`src/rtl/pfo_pkg.sv`:
```
package pfo_pkg;
  localparam int unsigned NUM_SRC = 4;
  localparam int unsigned SEL_W   = $clog2(NUM_SRC);
  localparam int unsigned CFG_W   = SEL_W + 2;

  typedef enum logic [SEL_W-1:0] {
    SRC_64HZ = 2'd0,
    SRC_SEC  = 2'd1,
    SRC_MIN  = 2'd2,
    SRC_HOUR = 2'd3
  } src_e;

  typedef struct packed {
    src_e src;
    logic irq_mode;
    logic mask;
  } pfo_cfg_t;
endpackage

```
`src/rtl/pfo_cfg_reg.sv`:
```
module pfo_cfg_reg
  import pfo_pkg::*;
(
  input  logic             clk,
  input  logic             rst,
  input  logic             wr_en,
  input  logic [CFG_W-1:0] wdata,
  output pfo_cfg_t         cfg_d,
  output pfo_cfg_t         cfg_q
);
  always_comb begin
    if (wr_en) cfg_d = pfo_cfg_t'(wdata);
    else       cfg_d = cfg_q;
  end

  always_ff @(posedge clk) begin
    if (rst) cfg_q <= '0;
    else     cfg_q <= cfg_d;
  end

  assert_cfg_load_R3: assert property (@(posedge clk) disable iff (rst)
    wr_en |=> (cfg_q == pfo_cfg_t'($past(wdata))));
endmodule

```
`src/rtl/pfo_src_pick.sv`:
```
module pfo_src_pick #(
  parameter int unsigned NSRC = 4,
  localparam int unsigned SW  = (NSRC > 1) ? $clog2(NSRC) : 1
) (
  input  logic [NSRC-1:0] evt,
  input  logic [SW-1:0]   sel,
  output logic            hit
);
  logic [NSRC-1:0] gated;

  for (genvar i = 0; i < NSRC; i++) begin : g_src
    assign gated[i] = (sel == SW'(i)) & evt[i];
  end

  assign hit = |gated;
endmodule

```
`src/rtl/pfo_flag.sv`:
```
module pfo_flag (
  input  logic clk,
  input  logic rst,
  input  logic hit,
  input  logic clr,
  output logic flag_d,
  output logic flag_q
);
  always_comb begin
    if (hit)      flag_d = 1'b1;
    else if (clr) flag_d = 1'b0;
    else          flag_d = flag_q;
  end

  always_ff @(posedge clk) begin
    if (rst) flag_q <= 1'b0;
    else     flag_q <= flag_d;
  end

  assert_flag_set_R4: assert property (@(posedge clk) disable iff (rst)
    hit |=> flag_q);
  assert_flag_clear_R5: assert property (@(posedge clk) disable iff (rst)
    (clr && !hit) |=> !flag_q);
  assert_flag_hold_R5: assert property (@(posedge clk) disable iff (rst)
    (!clr && !hit) |=> $stable(flag_q));
endmodule

```
`src/rtl/pfo_pulse_timer.sv`:
```
module pfo_pulse_timer #(
  parameter int unsigned PULSE_CLKS = 256,
  localparam int unsigned CNT_W = $clog2(PULSE_CLKS + 1)
) (
  input  logic clk,
  input  logic rst,
  input  logic hit,
  output logic active_d,
  output logic active_q
);
  logic [CNT_W-1:0] cnt_q, cnt_d;

  always_comb begin
    if (hit)               cnt_d = CNT_W'(PULSE_CLKS);
    else if (cnt_q != '0)  cnt_d = cnt_q - 1'b1;
    else                   cnt_d = cnt_q;
  end

  always_ff @(posedge clk) begin
    if (rst) cnt_q <= '0;
    else     cnt_q <= cnt_d;
  end

  assign active_d = (cnt_d != '0);
  assign active_q = (cnt_q != '0);

  assert_timer_load_R7: assert property (@(posedge clk) disable iff (rst)
    hit |=> (cnt_q == CNT_W'(PULSE_CLKS)));
  assert_timer_count_R7: assert property (@(posedge clk) disable iff (rst)
    (!hit && cnt_q != '0) |=> (cnt_q == $past(cnt_q) - 1'b1));
  assert_timer_bound_R7: assert property (@(posedge clk) disable iff (rst)
    cnt_q <= CNT_W'(PULSE_CLKS));
endmodule

```
`src/rtl/periodic_out_sel.sv`:
```
module periodic_out_sel
  import pfo_pkg::*;
#(
  parameter int unsigned PULSE_CLKS = 256
) (
  input  logic               clk,
  input  logic               rst,
  input  logic [NUM_SRC-1:0] period_evt,
  input  logic               ctl_wr,
  input  logic [CFG_W-1:0]   ctl_wdata,
  input  logic               ack_wr,
  input  logic               ack_wdata,
  output logic               pin_pull_low,
  output logic               flag_rd
);
  pfo_cfg_t cfg_d, cfg_q;
  logic     hit;
  logic     flag_d, flag_q;
  logic     pulse_d, pulse_q;
  logic     pin_d, pin_q;

  pfo_cfg_reg u_cfg (
    .clk   (clk),
    .rst   (rst),
    .wr_en (ctl_wr),
    .wdata (ctl_wdata),
    .cfg_d (cfg_d),
    .cfg_q (cfg_q)
  );

  pfo_src_pick #(.NSRC(NUM_SRC)) u_pick (
    .evt (period_evt),
    .sel (cfg_q.src),
    .hit (hit)
  );

  pfo_flag u_flag (
    .clk    (clk),
    .rst    (rst),
    .hit    (hit),
    .clr    (ack_wr && !ack_wdata),
    .flag_d (flag_d),
    .flag_q (flag_q)
  );

  pfo_pulse_timer #(.PULSE_CLKS(PULSE_CLKS)) u_timer (
    .clk      (clk),
    .rst      (rst),
    .hit      (hit),
    .active_d (pulse_d),
    .active_q (pulse_q)
  );

  always_comb begin
    if (cfg_d.mask)          pin_d = 1'b0;
    else if (cfg_d.irq_mode) pin_d = flag_d;
    else                     pin_d = pulse_d;
  end

  always_ff @(posedge clk) begin
    if (rst) pin_q <= 1'b0;
    else     pin_q <= pin_d;
  end

  assign pin_pull_low = pin_q;
  assign flag_rd      = flag_q;

  assert_mask_float_R8: assert property (@(posedge clk) disable iff (rst)
    cfg_q.mask |-> !pin_q);
  assert_irq_follow_R6: assert property (@(posedge clk) disable iff (rst)
    (!cfg_q.mask && cfg_q.irq_mode) |-> (pin_q == flag_q));
  assert_pulse_follow_R7: assert property (@(posedge clk) disable iff (rst)
    (!cfg_q.mask && !cfg_q.irq_mode) |-> (pin_q == pulse_q));
endmodule

```
`config.mk`:
```
export PLATFORM = sky130hd
export DESIGN_NAME = periodic_out_sel
export DESIGN_NICKNAME = d
export VERILOG_FILES = /design/src/rtl/pfo_pkg.sv /design/src/rtl/pfo_cfg_reg.sv /design/src/rtl/pfo_src_pick.sv /design/src/rtl/pfo_flag.sv /design/src/rtl/pfo_pulse_timer.sv /design/src/rtl/periodic_out_sel.sv
export SDC_FILE = /design/constraint.sdc
export NUM_CORES = 1
export LEC_CHECK = 0
export ABC_AREA = 1
export BUFFER_PORTS_ARGS = -buffer_cell sky130_fd_sc_hd__buf_2
export CORE_MARGIN = 4
export CORE_UTILIZATION = 45
export CTS_CLUSTER_SIZE = 14
export DETAILED_ROUTE_END_ITERATION = 8
export GPL_TIMING_DRIVEN = 0
export PLACE_DENSITY = 0.67
export SLEW_MARGIN = 20
export SYNTH_ARGS = -nofsm -noshare
export SYNTH_HDL_FRONTEND = slang
export SYNTH_SLANG_ARGS = --single-unit
```
`constraint.sdc`:
```
create_clock -name clk -period 3.9 [get_ports clk]
set_input_delay 0 -clock clk [delete_from_list [all_inputs] [get_ports clk]]
set_output_delay 0 -clock clk [all_outputs]
set_load 0.1 [all_outputs]
```
* After elaboration in Yosys (flattened, before gate mapping) *
Cells that the tools add are included.

storage, ports and cells
  input bits = 13
  logic and storage cells = 27
  output and inout bits = 2
  bits in registers = 15

cells by class
  reduce and logical (&&, ||, !) cells = 7
  $add $sub $neg = 1
  bitwise operators = 4
  equality and inequality tests = 3
  muxes and demuxes = 6

operator list
  kind                                                                 number
  9-bit two-way mux                                                    2
  9-bit nonzero test                                                   2
  9-bit by 1-bit subtractor with 9-bit output (second input constant)  1
  1-bit bitwise AND                                                    4
  2-bit == test (second input constant)                                2
  4-bit OR reduction                                                   1
  1-bit two-way mux                                                    3
  2-bit by 1-bit == test with 1-bit output (second input constant)     1
  2-bit logical NOT                                                    1
  2-bit two-way mux                                                    1
  2-bit OR reduction                                                   1
  1-bit logical AND                                                    1
  1-bit logical NOT                                                    1

* Longest topological paths before layout *
  word-level depth = 6
  depth in mapped cells = 12
  gate-level depth less buffers = 12

* Hierarchy *
Synthesis repeated with hierarchy kept, for this count alone.

second synthesis, totals
  cell total of the unflattened synthesis = 141
  area total of the unflattened synthesis = 874.6 um^2

modules (own cells, without submodules)
  module            sequential area each (um^2)  area each (um^2)  cells each  instances
  pfo_pulse_timer   180.2                        533.0             80          1
  pfo_cfg_reg       80.1                         191.4             33          1
  periodic_out_sel  20.0                         52.6              9           1
  pfo_src_pick      0.0                          51.3              13          1
  pfo_flag          20.0                         46.3              6           1

* Worst setup path before layout *
Ideal clock, no wire load.

  path type = register to register
  start = reg u_flag.flag_q
  end = reg pin_q (netlist: pin_pull_low)
  path buffers = 0
  cell stages (with the launch flop) = 7
  slack = 2.335 ns
  clock period less this slack = 1.565 ns
  data arrival time = 1.509 ns
  setup time = 0.056 ns
  required time = 3.844 ns
  path through = dfxtp_1 -> o21ai_0 -> nand3_1 -> nand3b_1 -> inv_1 -> nand2_1 -> inv_1

between the ends
  longest elaborated chain between the ends = 3

ends and longest elaborated chain
  item                    line                    RTL
  start, declared         pfo_flag.sv:7           output logic flag_q
  start signal, assigned  pfo_flag.sv:17          else flag_q <= flag_d;
  1-bit two-way mux       pfo_flag.sv:11          else if (clr) flag_d = 1'b0;
  1-bit two-way mux       pfo_flag.sv:10          if (hit) flag_d = 1'b1;
  1-bit two-way mux       periodic_out_sel.sv:56  else if (cfg_d.irq_mode) pin_d = flag_d;
  end signal, assigned    periodic_out_sel.sv:62  else pin_q <= pin_d;
  end, declared           periodic_out_sel.sv:20  logic pin_d, pin_q;

Every way passes these cells.
A chain may end at the register's enable or synchronous reset.

* Worst setup path after layout *
  start = reg u_timer.cnt_q[0]
  end = reg pin_q (netlist: pin_pull_low)

between the ends
  longest elaborated chain between the ends = 5
  elaborated cells between the ends (all ways) = 6
  those cells by class = add/sub: 1; mux: 3; reduce/logical: 2

ends and longest elaborated chain
  item                                                                                      line                    RTL
  start, declared                                                                           pfo_pulse_timer.sv:11   logic [CNT_W-1:0] cnt_q, cnt_d;
  start signal, assigned                                                                    pfo_pulse_timer.sv:21   else cnt_q <= cnt_d;
  9-bit by 1-bit subtractor with 9-bit output / 9-bit nonzero test (equally long branches)  --
  9-bit two-way mux (*)                                                                     pfo_pulse_timer.sv:15   else if (cnt_q != '0) cnt_d = cnt_q - 1'b1;
  9-bit two-way mux (*)                                                                     pfo_pulse_timer.sv:14   if (hit) cnt_d = CNT_W'(PULSE_CLKS);
  9-bit nonzero test (*)                                                                    pfo_pulse_timer.sv:24   assign active_d = (cnt_d != '0);
  1-bit two-way mux (*)                                                                     periodic_out_sel.sv:56

Every way passes the cells marked *; elsewhere a longest branch is shown, timed or not.

==> summary.md <==
| Metric | Value |
|---|---|
| Status | `finished clean` |
| Worst R2R Path Depth | `11` |
| Crit path kind | `flop to flop` |
| Global-route usage over all layers | `14.89%` |
| Reg-to-Reg Start | `u_timer.cnt_q[0]` |
| Worst Path Required | `4.10 ns` |
| Achievable Freq | `577.2 MHz` |
| Final HPWL DP | `1213 µm` |
| Clock buffer depth | `2` |
| Fin crit period | `1.732 ns` |
| Final hold slack | `0.01318 ns` |
| Leakage power | `0.0004745 µW` |
| Final WL | `1658 µm` |
| FFs w/ async S/R, synth | `0%` |
| Max cap viols | `0` |
| Die W | `49.59 µm` |
| Drt pass-1 iters | `4` |
| #FFs+latches synth | `15` |
| Min-delay src | `ctl_wr` |
| Worst Hold Depth | `3` |
| CTS tree | `done` |
| Clk pin slew, worst setup/hold paths | `0.10 ns` |
| Period utilisation layout | `44.42%` |
| Post-synthesis sequential area ratio | `38.59%` |
| Yosys Warn Count | `0` |
| Nets | `150` |
| DR vias | `751` |
| Final Hold Vio Count | `0` |
| Switch share | `48.69%` |
| CP Max Fanout | `9` |
| Max-slew headroom | `66.75%` |
| Worst min-delay path endpoint | `u_cfg.cfg_q[2]` |
| # port buffers | `14` |
| FF-to-FF End | `pin_pull_low` |
| Worst Tran Pin Value | `0.4988 ns` |
| Synth top cells by count | `nand2_1 (23), nor2_1 (19), dfxtp_1 (15)` |
| CP startpoint kind | `flop` |
| TritonCTS Buffers | `3` |
| Clock skew | `0.001911 ns` |
| Worst path arrival time | `1.94 ns` |
| Synth unique cells | `24` |
| Largest net degree at the start of global routing | `11` |
| CTS Sinks | `15` |
| Initial detailed-routing violation count | `12` |
| Hold crit path type | `input port to flop` |
| # H-tree levels | `1` |
| RSZ-0062 raised after global routing | `no` |
| EDFF count, synth | `0` |
| Share of layout cells above drive strength 1 | `19.26%` |
| Root buffer cell | `clkbuf_4` |
| # IOs | `15` |
| Antenna violations before repair | `0` |
| Top cell type by total area after synthesis | `dfxtp_1` |
| Internal | `403.7 µW` |
| Power Density | `829.5 mW/mm²` |
| Final setup viols | `0` |
| CP Capture Type | `flop` |
| Worst IR drop on VDD | `0.0004699 V` |
| Die Area | `0.002459 mm²` |
| Area Overhead vs Synth | `21.87%` |
| Syn_nets | `126` |
| Post-DR wirelength/cell | `10.98 µm` |
| Fillers | `158` |
| Pins Over Slew Limit | `0` |
| # DRC | `0` |
| Sw Pwr | `383.0 µW` |
| R2R setup slack | `2.17 ns` |
| First-pass GRT wire length | `2891 µm` |
| Mapped Avg Cell Area | `6.949 µm²` |
| ANT cells | `0` |
| Clock power frac | `12.1%` |
| Mapped Area | `778.2 µm²` |
| Setup tns final | `0 ns` |
| GPL Wtd Cong | `0.8609` |
| DR vias/cell | `4.974` |
| Sequential power share | `29.1%` |
| Vias in the first global route | `711` |
| Chip height | `49.59 µm` |
| Routed Antenna Nets | `0` |
| Syn Inst Count | `112` |
| CORE AREA | `0.001577 mm²` |
| Skew-Pair Late Insertion Delay | `0.29 ns` |
| Synth area leaders | `dfxtp_1 (39%), nand2_1 (11%), nor2_1 (9.2%)` |
| Synth Flop Type | `dfxtp_1` |
| Count leader, synth | `nand2_1` |
| Num rows | `14` |
| GRT overflow | `0` |
| Gate power share | `58.9%` |
| Synth top area share | `38.59%` |
| Initial core utilization | `49.37%` |
==> flip-flops by register name, summed over array words and instances, names as in the netlist <==
register / count
u_flag.flag_q: 1
pin_pull_low: 1
u_timer.cnt_q: 9
u_cfg.cfg_q: 4
==> final cells by class <==
type	count	area [µm²]	area share, %
multi-input cells	81	414.1	43.67
plain buffers	2	11.26	1.187
well taps	16	20.02	2.111
flip-flops and latches	15	300.3	31.66
clock inverters	1	7.507	0.7916
inverters	14	52.55	5.541
repair buffers	19	120.1	12.66
clock buffers	3	22.52	2.375
==> logic make-up (layout without fill, tap and decap cells) <==
kind of cell               Yosys count  after routing  synth area share (%)
and+or+nand+nor                     69             69                 41.48
buffers and inverters               16             39                 8.199
DFF                                 15             15                 38.59
AOI/OAI and AO/OA                    7              7                 5.465
xor gates and xnor gates             3              3                 3.377
adders and majority gates            1              1                 1.607
muxes                                1              1                 1.286
==> power by group through the flow <==
stage	clock network (µW)	registers [µW]	logic [µW]
global route	106	235	530
global placement	0	231	446
detailed placement	0	232	450
CTS	98.8	229	459
floorplan	0	246	357
finish	95.1	229	463
==> how the worst max path moves through the flow <==
stage               cells past startpoint              from           end
floorplan                               6     u_flag.flag_q  pin_pull_low
global placement                       11  u_timer.cnt_q[0]  pin_pull_low
detailed placement                     11  u_timer.cnt_q[0]  pin_pull_low
CTS                                    11  u_timer.cnt_q[0]  pin_pull_low
global route                           11  u_timer.cnt_q[0]  pin_pull_low
finish                                 11  u_timer.cnt_q[0]  pin_pull_low
==> cells in the final DEF, fill, tap and decap left out <==
cell type / Yosys / final
dfxtp_1: 15 / 15
nand2_2: 1 / 1
buf_2: 0 / 14
mux2i_1: 1 / 1
clkinvlp_4: 0 / 1
o21a_1: 1 / 1
o21ai_1: 1 / 1
nand3b_1: 2 / 2
a21oi_1: 2 / 2
clkbuf_1: 1 / 1
buf_4: 1 / 1
inv_1: 13 / 13
a211oi_1: 2 / 2
nor2_1: 19 / 19
dlygate4sd3_1: 0 / 5
inv_2: 1 / 1
xor2_1: 3 / 3
nor2_2: 4 / 4
clkbuf_4: 0 / 3
nor3_1: 1 / 1
nor3b_1: 1 / 1
nand3_1: 14 / 14
nand2_1: 23 / 23
ha_1: 1 / 1
nand3_4: 1 / 1
or2_1: 1 / 1
nand4_1: 2 / 2
o21ai_0: 1 / 1
==> per-stage QoR <==
stage                     total power [µW]  area [µm²]  setup WS [ns]  util [%]  std cells
final                                786.7       948.4          2.168     60.16        151
after global routing                 870.2       948.4          1.974     60.16        151
after CTS                            786.3       948.4          2.162     60.16        151
after detailed placement             682.4       868.3          2.176     55.08        142
after global placement               676.6       868.3          2.193     55.08        142
after floorplan                      602.6       778.2          2.335         -        112
==> repair_timing <==
item,in CTS,in global routing
setup buffers,0,0
hold buffers,5,0
endpoints found under the hold margin,5,0
resized for setup,0,0
==> critical path, stage by stage (launching register included) <==
cell and delay, ns:
dfxtp_1 0.33, inv_1 0.14, ha_1 0.28, nand2_1 0.09
nor2_2 0.13, nand3_4 0.15, nor2_1 0.15, nor2_1 0.06
nor2_1 0.12, nand4_1 0.09, nand2_1 0.06, inv_1 0.03
==> routing by layer <==
metal,track usage (%),share of wire (%)
met5,0,0
met4,2.765,1.1
met3,5.422,6.6
met2,25.77,48
met1,17.55,44
(Power assumes the default switching activity.)
